[src/rtl/gpio_port_pkg.sv]
package gpio_port_pkg;

    localparam int unsigned ADDR_W   = 8;
    localparam int unsigned DATA_W   = 32;
    localparam int unsigned MAX_PINS = 32;
    localparam int unsigned PIN_IDX_W = $clog2(MAX_PINS);

    localparam logic [ADDR_W-1:0] OFS_DIR   = 8'h20;
    localparam logic [ADDR_W-1:0] OFS_LEVEL = 8'h21;
    localparam logic [ADDR_W-1:0] OFS_MASK  = 8'h22;
    localparam logic [ADDR_W-1:0] OFS_MPORT = 8'h23;
    localparam logic [ADDR_W-1:0] OFS_SET   = 8'h24;
    localparam logic [ADDR_W-1:0] OFS_CLR   = 8'h25;
    localparam logic [ADDR_W-1:0] OFS_INV   = 8'h26;

    typedef enum logic [3:0] {
        SEL_NONE,
        SEL_PIN,
        SEL_DIR,
        SEL_LEVEL,
        SEL_MASK,
        SEL_MPORT,
        SEL_SET,
        SEL_CLR,
        SEL_INV
    } reg_sel_e;

    typedef struct packed {
        logic                 we;
        reg_sel_e             sel;
        logic [PIN_IDX_W-1:0] pin;
        logic [DATA_W-1:0]    wdata;
    } bus_op_t;

    function automatic reg_sel_e decode_addr(input logic [ADDR_W-1:0] a,
                                             input int unsigned npins);
        reg_sel_e s;
        s = SEL_NONE;
        if (a < ADDR_W'(MAX_PINS)) begin
            if ({{(32-ADDR_W){1'b0}}, a} < npins) s = SEL_PIN;
        end else begin
            case (a)
                OFS_DIR:   s = SEL_DIR;
                OFS_LEVEL: s = SEL_LEVEL;
                OFS_MASK:  s = SEL_MASK;
                OFS_MPORT: s = SEL_MPORT;
                OFS_SET:   s = SEL_SET;
                OFS_CLR:   s = SEL_CLR;
                OFS_INV:   s = SEL_INV;
                default:   s = SEL_NONE;
            endcase
        end
        return s;
    endfunction

endpackage

[src/rtl/gpio_in_sync.sv]
module gpio_in_sync #(
    parameter int unsigned W = 32
) (
    input  logic         clk,
    input  logic         rst,
    input  logic [W-1:0] pad_i,
    output logic [W-1:0] level_o
);
    logic [W-1:0] stage1_q;
    logic [W-1:0] stage2_q;

    always_ff @(posedge clk) begin
        if (rst) begin
            stage1_q <= '0;
            stage2_q <= '0;
        end else begin
            stage1_q <= pad_i;
            stage2_q <= stage1_q;
        end
    end

    assign level_o = stage2_q;

    // Two edges out of reset, the level equals the pad value from two edges back.
    assert_sync_delay_R8: assert property (@(posedge clk) disable iff (rst)
        (!$past(rst) && !$past(rst, 2)) |-> (level_o == $past(pad_i, 2)));

endmodule

[src/rtl/gpio_out_regs.sv]
module gpio_out_regs
    import gpio_port_pkg::*;
#(
    parameter int unsigned W = 32
) (
    input  logic         clk,
    input  logic         rst,
    input  bus_op_t      op_i,
    output logic [W-1:0] out_o,
    output logic [W-1:0] dir_o,
    output logic [W-1:0] mask_o
);
    logic [W-1:0] out_q, dir_q, mask_q;
    logic [W-1:0] wd;

    assign wd = op_i.wdata[W-1:0];

    always_ff @(posedge clk) begin
        if (rst) begin
            out_q  <= '0;
            dir_q  <= '0;
            mask_q <= '0;
        end else if (op_i.we) begin
            case (op_i.sel)
                SEL_PIN: begin
                    for (int i = 0; i < int'(W); i++) begin
                        if (int'(op_i.pin) == i) out_q[i] <= op_i.wdata[0];
                    end
                end
                SEL_DIR:   dir_q  <= wd;
                SEL_MASK:  mask_q <= wd;
                SEL_MPORT: out_q  <= (out_q & mask_q) | (wd & ~mask_q);
                SEL_SET:   out_q  <= out_q | wd;
                SEL_CLR:   out_q  <= out_q & ~wd;
                SEL_INV:   out_q  <= out_q ^ wd;
                default:   ;
            endcase
        end
    end

    assign out_o  = out_q;
    assign dir_o  = dir_q;
    assign mask_o = mask_q;

    assert_reset_state_R1: assert property (@(posedge clk) disable iff (rst)
        $fell(rst) |-> (out_q == '0 && dir_q == '0 && mask_q == '0));

    assert_set_bits_R5: assert property (@(posedge clk) disable iff (rst)
        (op_i.we && op_i.sel == SEL_SET) |=> (out_q == ($past(out_q) | $past(wd))));

    assert_clear_bits_R6: assert property (@(posedge clk) disable iff (rst)
        (op_i.we && op_i.sel == SEL_CLR) |=> ((out_q & $past(wd)) == '0));

    assert_invert_bits_R7: assert property (@(posedge clk) disable iff (rst)
        (op_i.we && op_i.sel == SEL_INV) |=> ((out_q ^ $past(out_q)) == $past(wd)));

    assert_masked_keep_R9: assert property (@(posedge clk) disable iff (rst)
        (op_i.we && op_i.sel == SEL_MPORT) |=> (((out_q ^ $past(out_q)) & $past(mask_q)) == '0));

    assert_level_write_ignored_R11: assert property (@(posedge clk) disable iff (rst)
        (op_i.we && op_i.sel == SEL_LEVEL) |=> $stable(out_q));

endmodule

[src/rtl/gpio_read_mux.sv]
module gpio_read_mux
    import gpio_port_pkg::*;
#(
    parameter int unsigned W = 32
) (
    input  logic                 clk,
    input  logic                 rst,
    input  reg_sel_e             sel_i,
    input  logic [PIN_IDX_W-1:0] pin_i,
    input  logic [W-1:0]         level_i,
    input  logic [W-1:0]         dir_i,
    input  logic [W-1:0]         mask_i,
    output logic [DATA_W-1:0]    rdata_o
);
    logic [DATA_W-1:0] rd_d, rd_q;
    logic              pin_lvl;

    always_comb begin
        pin_lvl = 1'b0;
        for (int i = 0; i < int'(W); i++) begin
            if (int'(pin_i) == i) pin_lvl = level_i[i];
        end
    end

    always_comb begin
        rd_d = '0;
        case (sel_i)
            SEL_PIN:   rd_d[0]   = pin_lvl;
            SEL_DIR:   rd_d[W-1:0] = dir_i;
            SEL_LEVEL: rd_d[W-1:0] = level_i;
            SEL_MASK:  rd_d[W-1:0] = mask_i;
            SEL_MPORT: rd_d[W-1:0] = level_i & ~mask_i;
            default:   rd_d = '0;
        endcase
    end

    always_ff @(posedge clk) begin
        if (rst) rd_q <= '0;
        else     rd_q <= rd_d;
    end

    assign rdata_o = rd_q;

    assert_strobe_reads_zero_R11: assert property (@(posedge clk) disable iff (rst)
        (sel_i == SEL_SET || sel_i == SEL_CLR || sel_i == SEL_INV) |=> (rdata_o == '0));

    assert_masked_read_R10: assert property (@(posedge clk) disable iff (rst)
        (sel_i == SEL_MPORT) |=> ((rdata_o[W-1:0] & $past(mask_i)) == '0));

    assert_pin_read_width_R4: assert property (@(posedge clk) disable iff (rst)
        (sel_i == SEL_PIN) |=> (rdata_o[DATA_W-1:1] == '0));

endmodule

[src/rtl/gpio_port_regs.sv]
module gpio_port_regs
    import gpio_port_pkg::*;
#(
    parameter int unsigned PINS = 32
) (
    input  logic              clk,
    input  logic              rst,
    input  logic [7:0]        bus_addr,
    input  logic              bus_we,
    input  logic [31:0]       bus_wdata,
    output logic [31:0]       bus_rdata,
    input  logic [PINS-1:0]   pad_in,
    output logic [PINS-1:0]   pad_out,
    output logic [PINS-1:0]   pad_oe
);
    bus_op_t      op;
    logic [PINS-1:0] level, out_q, dir_q, mask_q;

    always_comb begin
        op.we    = bus_we;
        op.sel   = decode_addr(bus_addr, PINS);
        op.pin   = bus_addr[PIN_IDX_W-1:0];
        op.wdata = bus_wdata;
    end

    gpio_in_sync #(.W(PINS)) sync_i (
        .clk     (clk),
        .rst     (rst),
        .pad_i   (pad_in),
        .level_o (level)
    );

    gpio_out_regs #(.W(PINS)) regs_i (
        .clk    (clk),
        .rst    (rst),
        .op_i   (op),
        .out_o  (out_q),
        .dir_o  (dir_q),
        .mask_o (mask_q)
    );

    gpio_read_mux #(.W(PINS)) rmux_i (
        .clk     (clk),
        .rst     (rst),
        .sel_i   (op.sel),
        .pin_i   (op.pin),
        .level_i (level),
        .dir_i   (dir_q),
        .mask_i  (mask_q),
        .rdata_o (bus_rdata)
    );

    assign pad_out = out_q;
    assign pad_oe  = dir_q;

    assert_oe_follows_dir_write_R2: assert property (@(posedge clk) disable iff (rst)
        (bus_we && bus_addr == OFS_DIR) |=> (pad_oe == $past(bus_wdata[PINS-1:0])));

    assert_pin_write_R3: assert property (@(posedge clk) disable iff (rst)
        (bus_we && bus_addr < 8'(PINS)) |=>
        ((pad_out ^ $past(pad_out)) == (($past(pad_out) ^ {PINS{$past(bus_wdata[0])}})
                                        & (PINS'(1) << $past(bus_addr)))));

    if (PINS > 32 || PINS == 0) begin : g_bad_width
        initial $error("PINS must be 1..32");
    end

endmodule

[config.mk]
export PLATFORM = sky130hd
export DESIGN_NAME = gpio_port_regs
export DESIGN_NICKNAME = d
export VERILOG_FILES = /design/src/rtl/gpio_port_pkg.sv /design/src/rtl/gpio_in_sync.sv /design/src/rtl/gpio_out_regs.sv /design/src/rtl/gpio_read_mux.sv /design/src/rtl/gpio_port_regs.sv
export SDC_FILE = /design/constraint.sdc
export NUM_CORES = 1
export LEC_CHECK = 0
export ABC_AREA = 1
export CORE_AREA = 2 2 154 156
export CTS_BUF_LIST = sky130_fd_sc_hd__clkbuf_2
export DETAILED_ROUTE_END_ITERATION = 8
export DIE_AREA = 0 0 156 158
export DONT_BUFFER_PORTS = 1
export GPL_ROUTABILITY_DRIVEN = 0
export PLACE_DENSITY = 0.62
export SLEW_MARGIN = 20
export SYNTH_ARGS = -nofsm -noshare
export SYNTH_HDL_FRONTEND = slang
export SYNTH_HIERARCHICAL = 1
export SYNTH_SLANG_ARGS = --single-unit
[constraint.sdc]
create_clock -name clk -period 2.7 [get_ports clk]
set_clock_uncertainty 0.2 [all_clocks]
set_input_delay 0.54 -clock clk [delete_from_list [all_inputs] [get_ports clk]]
set_output_delay 0.54 -clock clk [all_outputs]
set_load 0.05 [all_outputs]
==> impl_metrics.py, run 1 <==
metrics = {
    "setup_path": {
        "path_max_fanout": 14,
        "timing.critical_path.to_type": "register",
        "cp.arrival_ns": 3.14,
        "critical_path.startpoint_type": "input port",
        "critical_path_class": "in2reg",
        "cp.required_ns": 3.16,
    },
    "global_routing": {
        "grt_pass1_vias": 9275,
        "largest_net_degree_at_the_start_of_global_routing": 98,
        "number_of_antenna_violations_at_the_first_check_in_global_routing": 2,
        "globalRouteTotalUtil_pct": 25.6,
        "overflow": 0,
        "grt_first_pass_wirelength_um": 49400,
    },
    "power_and_ir_drop": {
        "combPwrFrac_pct": 13.0,
        "power.clock.fraction_pct": 27.5,
        "vdd_ir_drop_max_v": 0.000309,
        "p_switching_mw": 1.61,
        "proportion_of_power_drawn_by_flip_flops_and_latches_pct": 59.4,
        "power.switching_fraction_pct": 31.9,
        "internal_power_mw": 3.42,
        "cellLeakagePower_nw": 5.78,
        "powerDensity_mw_per_mm2": 418,
    },
    "detailed_routing": {
        "wire_per_inst_um": 15.8,
        "drt_first_iter_violations": 736,
        "antenna_left": 0,
        "via_count": 10200,
        "detail_route.vias_per_cell": 5.04,
        "drc": 0,
        "wl_um": 31800,
        "drtPass1Iterations": 7,
    },
    "finish": {
        "synthToLayoutAreaGrowth_pct": 13.3,
        "finish.cell_count_without_fillers": 2014,
        "drive_above_1_share_pct": 6.91,
        "n_fill_cell": 2403,
        "design.final.nets": 1848,
        "postLayoutCoreUtil_pct": 52.2,
    },
    "cts": {
        "tritoncts": "yes",
        "number_of_post_cts_setup_repair_buffers": 0,
        "tritoncts.num_buffers": 17,
        "cts_max_level": 4,
        "clock_sink_count": 192,
        "cts_root_buf": "clkbuf_2",
        "clk_pin_slew_ns": 0.30,
        "cts.path.max_buffers": 2,
        "post_cts_resize_count": 0,
        "insertion_delay_ns": 0.80,
    },
    "logic_synthesis": {
        "yosys-top-cells-area": "dfxtp_1 36%, nand2_1 15%, inv_1 9.2%",
        "synth_fa_ha_area_share_pct": 7.55,
        "dominant_combinational_cell_family_by_area_after_synthesis": "simple AND/OR/NAND/NOR gates",
        "post_synth_and_or_nand_nor_area_fraction_pct": 31.4,
        "synth.cell_area_mm2": 0.0106,
        "netlist.top_cell.by_area": "dfxtp_1",
        "synth-async-reset-ratio_pct": 0,
        "synth-seq-area-share_pct": 36.2,
        "number_of_enable_flip_flop_cells_after_synthesis": 0,
        "synth_nets": 1783,
        "yosysTopAreaCellShare_pct": 36.2,
        "synthFlopType": "dfxtp_1",
        "synthesis.yosys.warnings": 6,
        "yosys.cell_types.count": 31,
        "synthCells": 1644,
        "yosys.area_share.xor_xnor_pct": 0,
        "post_synthesis_compound_gate_area_fraction_pct": 11.2,
        "number_of_synthesized_register_bits": 192,
        "synthMuxAreaShare_pct": 0,
        "post_synth.cell_area_avg_um2": 6.45,
    },
    "run": {
        "drv_cap": 0,
    },
    "floorplanning": {
        "placeable_core_area_mm2": 0.0231,
        "initial_core_util_pct": 46.0,
        "io_pins": 171,
        "dieWidth_um": 156,
        "die_y_um": 158,
        "floorplan.rows": 56,
        "die-area_mm2": 0.0246,
    },
    "sta": {
        "hold_viol": 0,
        "timing.final.max_slew_violations": 0,
        "max_freq_mhz": 373,
        "rsz_0062_raised_after_global_routing": "false",
        "layout_min_cycle_time_ns": 2.68,
        "setup_viol_count_final": 0,
        "timing.max_slew.rel_slack_pct": 26.6,
        "worst-slew-pin-transition_ns": 1.10,
        "final_min_period_over_clock_period_pct": 99.3,
    },
    "min_path": {
        "hold_path_class": "in2reg",
    },
    "status": {
        "outcome": "finished, final reports clean",
    },
    "placement": {
        "place.detailed.hpwl_um": 22400,
        "port_buffers": 0,
        "placedCellCount": 1906,
    },
}
==> cell families (layout without fill, tap and decap cells) <==
family | after synthesis | in the layout
compound gates | 224 | 224
fa+ha+maj | 64 | 64
buf+inv | 354 | 432
flops | 192 | 192
other cells | 0 | 2
simple gates | 810 | 810
==> through the flow <==
stage	total power [mW]	instance area, µm²	TNS, ns	hold slack [ns]	setup slack [ns]
after floorplan	3.45	10600	0	0.188	0.297
after global placement	3.55	11000	-0.0906	0.196	-0.0240
after detailed placement	3.56	11000	-1.89	0.194	-0.0939
after CTS	5.05	12000	0	0.000268	0.137
after global routing	5.26	12000	0	0.00779	0.00544
final	5.03	12000	0	0.0581	0.0202
==> timing repair <==
item / 4_1_cts / 5_1_grt
endpoints found under the hold margin: 192 / 0
hold buffers: 74 / 0
setup endpoints to repair: 0 / 1
==> Yosys cell counts, types with 4 or more instances <==
library cell	n
buf_4	7
nor2_2	8
nor2_4	4
o21ai_1	52
clkbuf_1	38
nor2_1	221
inv_2	14
a21oi_1	97
nand3_1	123
inv_1	260
buf_6	7
o22ai_1	32
ha_1	64
buf_2	27
nand4_1	18
dfxtp_1	192
nand2_1	425
o21ai_0	36
==> sequential cells by signal, summed over array words and instances (netlist names) <==
register,cells
regs_i/dir_o,32
regs_i/mask_o,32
regs_i/out_o,32
rmux_i/rdata_o,32
sync_i/level_o,32
sync_i/stage1_q,32
==> per-layer routing <==
layer	GRT usage (%)	share of wire, %	wire (µm)
met4	7.21	2.0	629
met1	30.9	42	13300
met2	44.8	49	15400
met3	7.12	7.4	2360
met5	0	0	0
==> layout by cell type, fill, tap and decap left out, types with 7 or more instances in the layout <==
cell type      netlist  routed
buf_4                7      45
nand4_1             18      18
nand2_1            425     425
ha_1                64      64
dlygate4sd3_1        0      73
nor2_2               8      10
clkbuf_2             0      17
o21ai_0             36      36
nor2_1             221     219
buf_12               0       7
a21oi_1             97      97
inv_2               14      15
o21ai_1             52      52
dfxtp_1            192     192
inv_1              260     259
nand3_1            123     123
o22ai_1             32      32
==> power by group through the flow <==
| stage | Combinational [mW] | Clock, mW | Sequential [mW] |
|---|---|---|---|
| floorplan | 0.372 | 0 | 3.08 |
| global placement | 0.515 | 0 | 3.04 |
| detailed placement | 0.525 | 0 | 3.04 |
| CTS | 0.652 | 1.41 | 2.99 |
| global route | 0.734 | 1.53 | 3.00 |
| finish | 0.654 | 1.39 | 2.99 |
==> layout make-up <==
type | instances | area [µm²] | area share (%)
antenna | 2 | 5.00 | 0.0416
clock buffer | 17 | 85.1 | 0.708
clock inverter | 15 | 128 | 1.06
inverter | 274 | 1030 | 8.55
multi-input combinational | 1098 | 5330 | 44.4
sequential | 192 | 3840 | 32.0
tap | 290 | 363 | 3.02
timing repair buffer | 126 | 1240 | 10.3
==> critical path: stages <==
cell and delay (ns):
dlygate4sd3_1 0.65, nor2_4 0.29, nand2_2 0.10, nor2_2 0.09, nor3_1 0.05, nand2_1 0.07
nand4_1 0.07, nand2_1 0.07, nand3_1 0.10, nand2_1 0.10, nand4_1 0.07, nand2_1 0.07
nand4_1 0.08, nor2_1 0.11, nand4_1 0.10, nand2_1 0.08, nand4_1 0.07, nor2_1 0.10
nand4_1 0.12, nand2_1 0.10, a21oi_1 0.09
==> worst paths after layout <==
check,startpoint,endpoint,slack (ns),depth (start not counted)
worst max-delay path,bus_addr[1],rmux_i/rdata_o[0]$_SDFF_PP0_,0.02,21
worst min-delay path,bus_addr[1],regs_i/out_o[25]$_SDFFE_PP0P_,0.06,7
worst min register to register,sync_i/stage1_q[19]$_SDFF_PP0_,sync_i/level_o[19]$_SDFF_PP0_,0.20,2
worst max register to register,sync_i/level_o[1]$_SDFF_PP0_,rmux_i/rdata_o[0]$_SDFF_PP0_,0.33,20
Note: power is estimated with default switching activity, not from simulation.
==> inputs of run 2 (changes only) <==
==> constraint.sdc (replaced) <==
create_clock -name clk -period 2.6 [get_ports clk]
set_clock_uncertainty 0.2 [all_clocks]
set_input_delay 0.52 -clock clk [delete_from_list [all_inputs] [get_ports clk]]
set_output_delay 0.52 -clock clk [all_outputs]
set_load 0.05 [all_outputs]
==> impl_metrics.py, run 2 (synthesis gave the netlist of run 1 again) <==
metrics = {
    "cts": {
        "clk_pin_slew_ns": 0.33,
        "cts.path.max_buffers": 2,
        "insertion_delay_ns": 0.79,
        "cts_root_buf": "clkbuf_2",
        "tritoncts.num_buffers": 17,
        "clock_sink_count": 192,
        "cts_max_level": 4,
        "tritoncts": "yes",
    },
    "sta": {
        "hold_viol": 0,
        "setup_viol_count_final": 0,
        "final_min_period_over_clock_period_pct": 88.9,
        "layout_min_cycle_time_ns": 2.31,
        "setup_total_negative_slack_ns": 0,
        "rsz_0062_raised_after_global_routing": "false",
        "max_freq_mhz": 433,
        "worst-slew-pin-transition_ns": 0.774,
        "timing.max_slew.rel_slack_pct": 48.2,
        "timing.final.max_slew_violations": 0,
    },
    "power_and_ir_drop": {
        "finalPower_mw": 5.48,
        "cellLeakagePower_nw": 5.90,
        "powerDensity_mw_per_mm2": 449,
        "vdd_ir_drop_max_v": 0.000326,
    },
    "min_path": {
        "hold_path_class": "in2reg",
        "hold_start": "bus_addr[3]",
    },
    "setup_path": {
        "crit_top_cell": "nand2_1",
        "cp.required_ns": 3.06,
        "cp.arrival_ns": 2.77,
        "max_stage_delay_ns": 0.39,
        "critPathTopFamily": "simple AND/OR/NAND/NOR gates",
        "critical_path.startpoint_type": "register",
        "critical_path.startpoint": "sync_i/level_o[0]$_SDFF_PP0_",
        "timing.critical_path.to_type": "register",
        "rr_startpoint": "sync_i/level_o[0]$_SDFF_PP0_",
        "path_cells": "nand3_1, nand2_1, nor2_1, nand2_1, nand2_1, nand4_1, nand2_1, nand3_1, nand2_1, nand4_1, nand2_1, nand4_1, nor2_1, nand4_1, nand2_1, nand4_1, nor2_1, nand4_1, nand2_1, a21oi_1",
        "critical_path_class": "reg2reg",
        "slowest_stage": "dfxtp_1",
        "timing.critical_path.buf_inv": 0,
        "path_max_fanout": 2,
    },
    "floorplanning": {
        "io_pins": 171,
        "die_y_um": 158,
        "initial_core_util_pct": 46.0,
        "dieWidth_um": 156,
        "placeable_core_area_mm2": 0.0231,
        "die-area_mm2": 0.0246,
        "floorplan.rows": 56,
    },
    "finish": {
        "finish.cell_count_without_fillers": 2026,
        "design.final.nets": 1860,
        "postLayoutCoreUtil_pct": 53.0,
        "final_cell_mix": "425 x nand2_1, 259 x inv_1, 219 x nor2_1, 192 x dfxtp_1, 123 x nand3_1",
        "mostFrequentLayoutCell": "nand2_1",
        "synthToLayoutAreaGrowth_pct": 15.2,
        "drive_above_1_share_pct": 7.50,
    },
    "status": {
        "outcome": "finished, final reports clean",
    },
    "placement": {
        "place.detailed.hpwl_um": 22200,
        "port_buffers": 0,
        "placedCellCount": 1913,
    },
    "detailed_routing": {
        "drtPass1Iterations": 5,
        "drt_first_iter_violations": 759,
        "drc": 0,
        "wire_per_inst_um": 15.7,
        "wl_um": 31900,
        "antenna_left": 0,
        "detail_route.vias_per_cell": 5.10,
        "via_count": 10300,
    },
    "global_routing": {
        "largest_net_degree_at_the_start_of_global_routing": 98,
        "globalRouteTotalUtil_pct": 25.4,
        "grt_first_pass_wirelength_um": 48900,
        "grt_pass1_vias": 9319,
        "number_of_antenna_violations_at_the_first_check_in_global_routing": 2,
        "overflow": 0,
    },
    "run": {
        "drv_cap": 0,
    },
}
## run 2: changes by cell type in the layout (fill, tap and decap cells not counted), moves of 2 or more
cell           previous run  this run
buf_4                    45        50
inv_6                     5         2
buf_12                    7         9
bufinv_16                 0         2
clkinv_1                  2         0
clkinv_8                  1         3
dlygate4sd3_1            73        75
## run 2: final timing paths
kind	endpoint	slack [ns]	depth (start not counted)
worst max register to register	rmux_i/rdata_o[0]$_SDFF_PP0_	0.29	20
worst max-delay path	rmux_i/rdata_o[0]$_SDFF_PP0_	0.29	20
worst min register to register	sync_i/level_o[31]$_SDFF_PP0_	0.20	2
worst min-delay path	regs_i/out_o[11]$_SDFFE_PP0P_	0.05	8
## run 2: final cells by class
cell class | instances | area, µm²
Fill cell | 2346 | 10800
Multi-Input combinational cell | 1099 | 5340
Sequential cell | 192 | 3840
Timing Repair Buffer | 137 | 1350
Inverter | 274 | 1030
Tap cell | 290 | 363
Clock inverter | 15 | 199
Clock buffer | 17 | 85.1
Antenna cell | 2 | 5.00
## run 2: worst register-to-register path, delay by kind of cell (launching register included)
kind / cells / cell delay, ns
AO/OA/AOI/OAI: 1 / 0.08
flip-flops: 1 / 0.39
AND/OR/NAND/NOR: 19 / 1.55
## run 2: repair_timing
| action | 4_1_cts | 5_1_grt |
|---|---|---|
| hold endpoints to repair | 192 | 0 |
| gates resized for setup | 0 | 1 |
| hold buffers | 78 | 0 |
| endpoints found under the setup margin | 0 | 1 |
| buffers inserted | 0 | 0 |
## run 2: report_power, final
| group | internal [mW] | switching [mW] |
|---|---|---|
| Sequential | 3.03 | 0.0550 |
| Clock | 0.499 | 1.19 |
| Combinational | 0.247 | 0.466 |
## run 2: stage by stage
stage / worst slack, ns / instance area [µm²] / hold WS [ns]
global placement: -0.0211 / 11100 / 0.194
floorplan: 0.217 / 10600 / 0.188
global route: 0.0729 / 12200 / 0.0548
CTS: 0.0500 / 12200 / 0.00212
finish: 0.290 / 12200 / 0.0545
detailed placement: -0.0410 / 11100 / 0.192
## run 2: routing by layer
layer / wire length (µm) / up-vias / track usage, %
met4: 828 / 0 / 8.26
li1: - / 5265 / -
met2: 15400 / 315 / 43.6
met1: 13200 / 4719 / 30.8
met3: 2470 / 43 / 6.90
met5: 0 / - / 0
